--- config.mk ---
export PLATFORM = sky130hd
export DESIGN_NAME = hold_sched
export DESIGN_NICKNAME = d
export VERILOG_FILES = /design/src/rtl/hsched_pkg.sv /design/src/rtl/hsched_edge.sv /design/src/rtl/hsched_queue.sv /design/src/rtl/hsched_slot.sv /design/src/rtl/hold_sched.sv
export SDC_FILE = /design/constraint.sdc
export NUM_CORES = 1
export LEC_CHECK = 0
export CORE_UTILIZATION = 56
export CTS_CLUSTER_DIAMETER = 80
export DETAILED_ROUTE_END_ITERATION = 8
export DONT_BUFFER_PORTS = 1
export GPL_TIMING_DRIVEN = 0
export PLACE_DENSITY = 0.82
export REMOVE_ABC_BUFFERS = 1
export SLEW_MARGIN = 25
export SYNTH_ARGS = -nofsm -noshare
export SYNTH_HDL_FRONTEND = slang
export SYNTH_SLANG_ARGS = --single-unit
export TNS_END_PERCENT = 20
--- constraint.sdc ---
create_clock -name clk_i -period 4.05 [get_ports clk_i]
set_input_delay 0.81 -clock clk_i [delete_from_list [all_inputs] [get_ports clk_i]]
set_output_delay 0.81 -clock clk_i [all_outputs]
set_load 0.02 [all_outputs]
--- src/rtl/hsched_pkg.sv ---
package hsched_pkg;
  localparam int GRP_W = 2;
  typedef logic [GRP_W-1:0] grp_t;
endpackage

--- src/rtl/hsched_edge.sv ---
module hsched_edge #(
  parameter int N_GRP = 3
) (
  input  logic             clk_i,
  input  logic             rst_ni,
  input  logic [N_GRP-1:0] hold_ni,
  output logic [N_GRP-1:0] req_o
);
  logic [N_GRP-1:0] hold_q;

  // sampled on the falling clock edge; the previous sample makes a level a one-shot
  always_ff @(negedge clk_i or negedge rst_ni) begin
    if (!rst_ni) begin
      hold_q <= '1;
      req_o  <= '0;
    end else begin
      hold_q <= hold_ni;
      req_o  <= hold_q & ~hold_ni;
    end
  end

  p_req_low_r1: assert property (@(negedge clk_i) disable iff (!rst_ni)
    (req_o & hold_q) == '0);
  p_req_once_r1: assert property (@(negedge clk_i) disable iff (!rst_ni)
    (req_o & $past(req_o)) == '0);
endmodule

--- src/rtl/hsched_queue.sv ---
module hsched_queue
  import hsched_pkg::*;
#(
  parameter int N_GRP = 3
) (
  input  logic             clk_i,
  input  logic             rst_ni,
  input  logic [N_GRP-1:0] req_i,
  input  logic [N_GRP-1:0] lock_i,
  input  logic             free_i,
  output logic             start_o,
  output grp_t             start_grp_o
);
  localparam int CNT_W = $clog2(N_GRP + 1);

  grp_t             q_grp [N_GRP];
  logic [CNT_W-1:0] q_cnt;
  grp_t             n_grp [N_GRP];
  logic [CNT_W-1:0] n_cnt;
  logic [N_GRP-1:0] pend, add;

  always_comb begin
    pend = '0;
    for (int i = 0; i < N_GRP; i++)
      if (CNT_W'(i) < q_cnt) pend[q_grp[i]] = 1'b1;
  end

  assign add = req_i & ~pend & ~lock_i;

  always_comb begin
    n_grp = q_grp;
    n_cnt = q_cnt;
    // lower index wins inside one cycle
    for (int g = 0; g < N_GRP; g++) begin
      if (add[g]) begin
        n_grp[n_cnt] = grp_t'(g);
        n_cnt        = n_cnt + 1'b1;
      end
    end
    start_o     = free_i && (n_cnt != '0);
    start_grp_o = n_grp[0];
    if (start_o) begin
      for (int i = 0; i < N_GRP - 1; i++) n_grp[i] = n_grp[i+1];
      n_cnt = n_cnt - 1'b1;
    end
  end

  always_ff @(posedge clk_i or negedge rst_ni) begin
    if (!rst_ni) begin
      q_cnt <= '0;
      for (int i = 0; i < N_GRP; i++) q_grp[i] <= '0;
    end else begin
      q_cnt <= n_cnt;
      q_grp <= n_grp;
    end
  end

  p_no_dup_r2: assert property (@(posedge clk_i) disable iff (!rst_ni)
    $countones(pend) == int'(q_cnt));
  p_fill_r4: assert property (@(posedge clk_i) disable iff (!rst_ni)
    int'(q_cnt) <= N_GRP);
  p_lock_excl_r2: assert property (@(posedge clk_i) disable iff (!rst_ni)
    (pend & lock_i) == '0);
endmodule

--- src/rtl/hsched_slot.sv ---
module hsched_slot
  import hsched_pkg::*;
#(
  parameter int SLOT_CYC  = 16,
  parameter int BUSY_CYC  = 13,
  parameter int LATCH_CYC = 12,
  parameter int RES_W     = 12
) (
  input  logic             clk_i,
  input  logic             rst_ni,
  input  logic             start_i,
  input  grp_t             start_grp_i,
  output logic             free_o,
  output logic             act_o,
  output grp_t             grp_o,
  output logic             busy_no,
  output logic             latch_o,
  output logic [RES_W-1:0] res0_o,
  output logic [RES_W-1:0] res1_o
);
  localparam int CW    = $clog2(SLOT_CYC);
  localparam int SEQ_W = RES_W - GRP_W;
  localparam logic [CW-1:0] LAST = CW'(SLOT_CYC - 1);

  logic             act;
  logic [CW-1:0]    cnt;
  grp_t             grp;
  logic [SEQ_W-1:0] seq;
  logic [RES_W-1:0] tag;

  always_ff @(posedge clk_i or negedge rst_ni) begin
    if (!rst_ni) begin
      act <= 1'b0;
      cnt <= '0;
      grp <= '0;
      seq <= '0;
      tag <= '0;
    end else if (start_i) begin
      act <= 1'b1;
      cnt <= '0;
      grp <= start_grp_i;
      tag <= {start_grp_i, seq};
      seq <= seq + 1'b1;
    end else if (act) begin
      if (cnt == LAST) act <= 1'b0;
      else             cnt <= cnt + 1'b1;
    end
  end

  assign free_o  = !act || (cnt == LAST);
  assign act_o   = act;
  assign grp_o   = grp;
  assign busy_no = !(act && (int'(cnt) < BUSY_CYC));
  assign latch_o = act && (int'(cnt) == LATCH_CYC);
  assign res0_o  = tag;
  assign res1_o  = ~tag;

  p_busy_start_r5: assert property (@(posedge clk_i) disable iff (!rst_ni)
    $fell(busy_no) |-> $past(start_i));
  p_latch_in_busy_r6: assert property (@(posedge clk_i) disable iff (!rst_ni)
    latch_o |-> !busy_no);
  p_latch_end_r5: assert property (@(posedge clk_i) disable iff (!rst_ni)
    latch_o |=> busy_no);
  p_spacing_r7: assert property (@(posedge clk_i) disable iff (!rst_ni)
    (start_i && act) |-> (cnt == LAST));
endmodule

--- src/rtl/hold_sched.sv ---
module hold_sched
  import hsched_pkg::*;
#(
  parameter int N_GRP     = 3,
  parameter int SLOT_CYC  = 16,
  parameter int BUSY_CYC  = 13,
  parameter int LATCH_CYC = 12,
  parameter int RES_W     = 12
) (
  input  logic             clk_i,
  input  logic             rst_ni,
  input  logic [N_GRP-1:0] hold_ni,
  output logic             busy_no,
  output logic             latch_o,
  output logic [GRP_W-1:0] latch_grp_o,
  output logic [RES_W-1:0] res0_o,
  output logic [RES_W-1:0] res1_o
);
  logic [N_GRP-1:0] req, lock;
  logic             free, start, act;
  grp_t             start_grp, grp;

  hsched_edge #(.N_GRP(N_GRP)) u_edge (
    .clk_i, .rst_ni, .hold_ni, .req_o(req)
  );

  hsched_queue #(.N_GRP(N_GRP)) u_queue (
    .clk_i, .rst_ni, .req_i(req), .lock_i(lock), .free_i(free),
    .start_o(start), .start_grp_o(start_grp)
  );

  hsched_slot #(
    .SLOT_CYC(SLOT_CYC), .BUSY_CYC(BUSY_CYC), .LATCH_CYC(LATCH_CYC), .RES_W(RES_W)
  ) u_slot (
    .clk_i, .rst_ni, .start_i(start), .start_grp_i(start_grp),
    .free_o(free), .act_o(act), .grp_o(grp),
    .busy_no, .latch_o, .res0_o, .res1_o
  );

  for (genvar g = 0; g < N_GRP; g++) begin : g_lock
    assign lock[g] = act && (grp == grp_t'(g));
  end

  assign latch_grp_o = grp;

  initial begin
    assert (N_GRP <= (1 << GRP_W));
    assert (LATCH_CYC < BUSY_CYC && BUSY_CYC <= SLOT_CYC);
  end
endmodule

# After elaboration in Yosys (flattened, before gate mapping)
# Index checks and enable logic that the tools add are counted.
# classes
addsub,6
magnitude_cmp,16
n_eq_ne,5
n_mux,29
bitwise_logic,20
reduce_logical,19
# ops
op,n
$mux W6,3
$mux W4,4
$and A3 B3 Y3,5
$not A3 Y3,5
$mux W2,7
$demux W2 S2,3
$logic_and A1 B1 Y1,12
$not A12 Y12,1
$or A3 B3 Y3,4
$add A10 B1 Y10 const B,1
$ge A3 B3 Y1 const B,3
$lt A2 B3 Y1 const B,3
$lt A3 B1 Y1 const B,3
$mux W3,3
$not A2 Y3,3
$add A2 B1 Y2 const B,3
$and A6 B6 Y6,1
$demux W1 S2,3
$ge A2 B1 Y1 const B,3
$mux W1,6
$not A6 Y6,1
$add A4 B1 Y4 const B,1
$eq A4 B3 Y1 const B,1
$eq A4 B4 Y1 const B,1
other kinds (12),15
# word_totals
ff_bits,43
in_bits,5
out_inout_bits,28
word_cells,106

# Longest topological paths before layout
# logic_depth
ltp_word,24
ltp_mapped,19

# Cells and area by module
# A second synthesis with hierarchy kept.
# hier_totals
cells_unflattened,221
hier_area_um2,2202.1
# by_module_without_submodules
module,instances,cells_per_inst,area_per_inst_um2,seq_area_each_um2
hsched_slot,1,119,1176.1,675.6
hsched_queue,1,89,797.0,200.2
hsched_edge,1,10,198.9,153.9
hold_sched,1,3,30.0,0.0

==> run_results.csv <==
group,metric,value,unit
worst_setup_path,slowest_delay,0.47,ns
drt,vias_per_cell,5.67,
pwr,intPower,1190,uW
grt,antenna_found_initial,0,
die,dieArea,0.00410,mm^2
grt,grt_pass1_vias,1570,
grt,grt_pass1_wl,7490,um
die,chipHeight,64.1,um
sta,skew,0.0578,ns
sta,tightest_slew,0.624,ns
final_layout,syn_to_final_growth,19.4,%
worst_setup_path,crit_chain,"inv_2 -> nor2_4 -> xnor2_4 -> ha_1 -> nand3_2 -> a21boi_4 -> inv_2 -> ha_4 -> mux2_4 -> ha_4 -> a21oi_4 -> buf_8 -> buf_6 -> nand4_1 -> xnor2_1",
drt,firstDrtPassIters,4,
clock_tree,max-clock-path-buffers,2,
place,io_buffer_count,0,
worst_setup_path,cp_slowest_cell,"dfrtn_1",
place,gp_congestion,0.885,
status,violations,"negative setup slack",
synth,ys_types,49,
clock_tree,clock-sinks,41,
status,status,"finished, violations left",
grt,use_met1,0.327,
synth,yosysWarningCount,0,
worst_setup_path,critPathKind,"flip-flop to flip-flop",
worst_setup_path,worstSetupStartpoint,"u_edge.req_o[0]$_DFF_NN0_",
synth,syn_avg_cell_area,10.0,um^2
sta,fin_ws,-0.957,ns
pwr,p_sw_frac,0.430,
die,core_area,0.00369,mm^2
pwr,comb_power_share,0.536,
grt,grt_overflow,0,
worst_setup_path,critPathLaunchType,"flip-flop",
die,ioPinCount,33,
clock_tree,htree_levels,2,
synth,synth_most_common_cell,"dfrtp_1",
synth,synth_area,0.00216,mm^2
drt,routed_wl,4660,um
drt,final_antenna_net_count,0,
synth,yosys-top-cells-count,"35 x dfrtp_1, 30 x nand2_1, 21 x inv_1",
final_layout,drive_gt1_frac,0.239,
grt,busiest_layer,"met2",
clock_tree,cts_tree,"built",
sta,finalHoldViolations,0,
grt,grt_max_degree,42,
synth,synthCells,215,
sta,setup_viol,33,
clock_tree,path_clk_slew,0.08,ns
pwr,power.leakage,0.00119,uW
worst_setup_path,r2r-start,"u_edge.req_o[0]$_DFF_NN0_",
worst_setup_path,cp_max_fo,9,
pwr,seqPwrFrac,0.331,
worst_setup_path,reg2regPathDepth,15,
synth,synth_top_area_share,0.406,
synth,ys_async_sr_fraction,1.00,
clock_tree,cts_buffers,5,
sta,maxSlewViolCount,0,
worst_setup_path,critical_path_arrival,5.22,ns
place,dpl.hpwl,2840,um
run,drv_cap,0,
die,die_w,64.1,um
place,place_ws,-1.87,ns
grt,use_met2,0.387,
die,initial_core_util,0.585,
grt,use_met3,0.0429,
hold_path,worstHoldPathType,"primary input to asynchronous set/reset pin",
final_layout,fillCellCount,253,
sta,tns,-25.77,ns
worst_setup_path,r2r-end,"u_slot.seq[4]$_DFFE_PN0P_",
synth,ys.flop_type,"dfrtp_1",
clock_tree,clockRootBuffer,"clkbuf_8",
drt,drt_iter0_drc,163,
pwr,p_per_area,811,mW/mm^2
pwr,vdd_drop_max,0.000603,V
synth,post-synth-top-area-cell,"dfrtp_1",
worst_setup_path,reg2reg_slack,-0.96,ns
worst_setup_path,endpoint_kind,"flip-flop",
final_layout,fin_nets,251,
synth,synth_edf_count,0,
grt,grtUsageTotal,0.241,
pwr,pwr-share-clk,0.134,
sta,rsz0062_at_grt,"true",
synth,yosys-top-cells-area,"dfrtp_1 41%, ha_1 7.5%, nand2_1 5.2%, xnor2_1 4.1%, dfstp_2 3.7%",
drt,wl_per_cell,16.5,um
worst_setup_path,cp-endpoint,"u_slot.seq[4]$_DFFE_PN0P_",
final_layout,diodes,0,
sta,max-slew-margin-rel,0.579,
worst_setup_path,required,4.26,ns
drt,num_vias,1599,
synth,ys_seq_area_frac,0.477,
synth,synth_seq_cells,41,
die,rows,22,
final_layout,multiInputGateArea,0.00112,mm^2
final_layout,final-seq-area,0.00103,mm^2
sta,timing.hold.ws,0.199,ns
clock_tree,clk_latency,0.35,ns
pwr,p_sw,898,uW
drt,drt_drc_violations_left,0,
==> metal layers <==
layer,vias to the layer above,routed length [um]
met1,796,2120
li1,757,-
met3,7,165
met5,-,0
met2,39,2330
met4,0,52
==> cell families after synthesis <==
| family | synth area share |
|---|---|
| and+or+nand+nor | 0.184 |
| DFF | 0.477 |
| AOI/OAI and AO/OA | 0.113 |
| buffers and inverters | 0.0597 |
| xor gates and xnor gates | 0.0679 |
| adders and majority gates | 0.0754 |
| muxes | 0.0220 |
==> per-stage QoR <==
stage	cells	cell area, um^2	total power [uW]	util
floorplan	207	2120	1340	-
global placement	255	2180	1460	0.591
detailed placement	256	2200	1510	0.598
CTS	280	2520	1990	0.683
global route	282	2570	2230	0.698
finish	282	2570	2090	0.698
==> sequential cells by signal (all words and copies together), names as in the netlist <==
name           count
u_edge.hold_q      3
u_edge.req_o       3
u_queue.q_cnt      2
u_queue.q_grp      6
u_slot.act_o       1
u_slot.cnt         4
u_slot.res0_o     12
u_slot.seq        10
==> layout by cell type, fill, tap and decap left out, drive strengths merged, types with 3 or more instances in the layout <==
cell type / synthesis / routed
xor2: 3 / 3
and3: 3 / 3
nand2: 30 / 30
inv: 24 / 26
dfstp: 3 / 3
nand4: 3 / 3
o21ai: 16 / 16
nor3b: 4 / 4
buf: 3 / 16
nand2b: 3 / 3
xnor2: 12 / 12
nand3: 9 / 9
a21boi: 3 / 3
ha: 13 / 13
nor2: 7 / 7
and3b: 3 / 3
dfrtp: 35 / 35
clkbuf: 5 / 5
a21oi: 4 / 4
nor2b: 3 / 3
dfrtn: 3 / 3
==> power groups by stage <==
| stage | Clock (uW) | Sequential (uW) | Combinational [uW] |
|---|---|---|---|
| final | 279 | 690 | 1120 |
| after global routing | 300 | 704 | 1220 |
| after CTS | 278 | 681 | 1030 |
| after detailed placement | 6.16 | 683 | 821 |
| after global placement | 6.16 | 678 | 774 |
| after floorplan | 6.16 | 650 | 682 |
==> worst max-delay path: cells and delay by family, from the launching register on <==
family	cells	cell delay [ns]
xor+xnor	2	0.31
compound gates	2	0.33
buf+inv	4	0.40
mux	1	0.28
flops	1	0.47
fa+ha+maj	3	0.69
simple gates	3	0.41
==> worst min-delay path by stage <==
stage	start	to	slack, ns	depth (start not counted)
detailed placement	u_slot.seq[9]$_DFFE_PN0P_	u_slot.seq[9]$_DFFE_PN0P_	0.46	1
global placement	u_slot.seq[9]$_DFFE_PN0P_	u_slot.seq[9]$_DFFE_PN0P_	0.46	1
CTS	rst_ni	u_slot.res0_o[9]$_DFFE_PN0P_	0.20	0
finish	rst_ni	u_slot.seq[9]$_DFFE_PN0P_	0.20	0
floorplan	u_slot.seq[9]$_DFFE_PN0P_	u_slot.seq[9]$_DFFE_PN0P_	0.45	1
global route	rst_ni	u_slot.res0_o[8]$_DFFE_PN0P_	0.19	0
==> layout make-up <==
type / count / area share
flip-flops and latches: 41 / 0.400
repair buffers: 17 / 0.0700
inverters: 23 / 0.0335
multi-input cells: 142 / 0.434
clock inverters: 6 / 0.0126
clock buffers: 5 / 0.0267
well taps: 48 / 0.0233
==> what timing repair did <==
action,CTS,global route
resized for setup,19,7
setup buffers,13,2
hold buffers,0,0
cloned,1,0
endpoints found under the setup margin,34,34
pin swaps,11,10
Note: power is estimated with default switching activity, not from simulation.
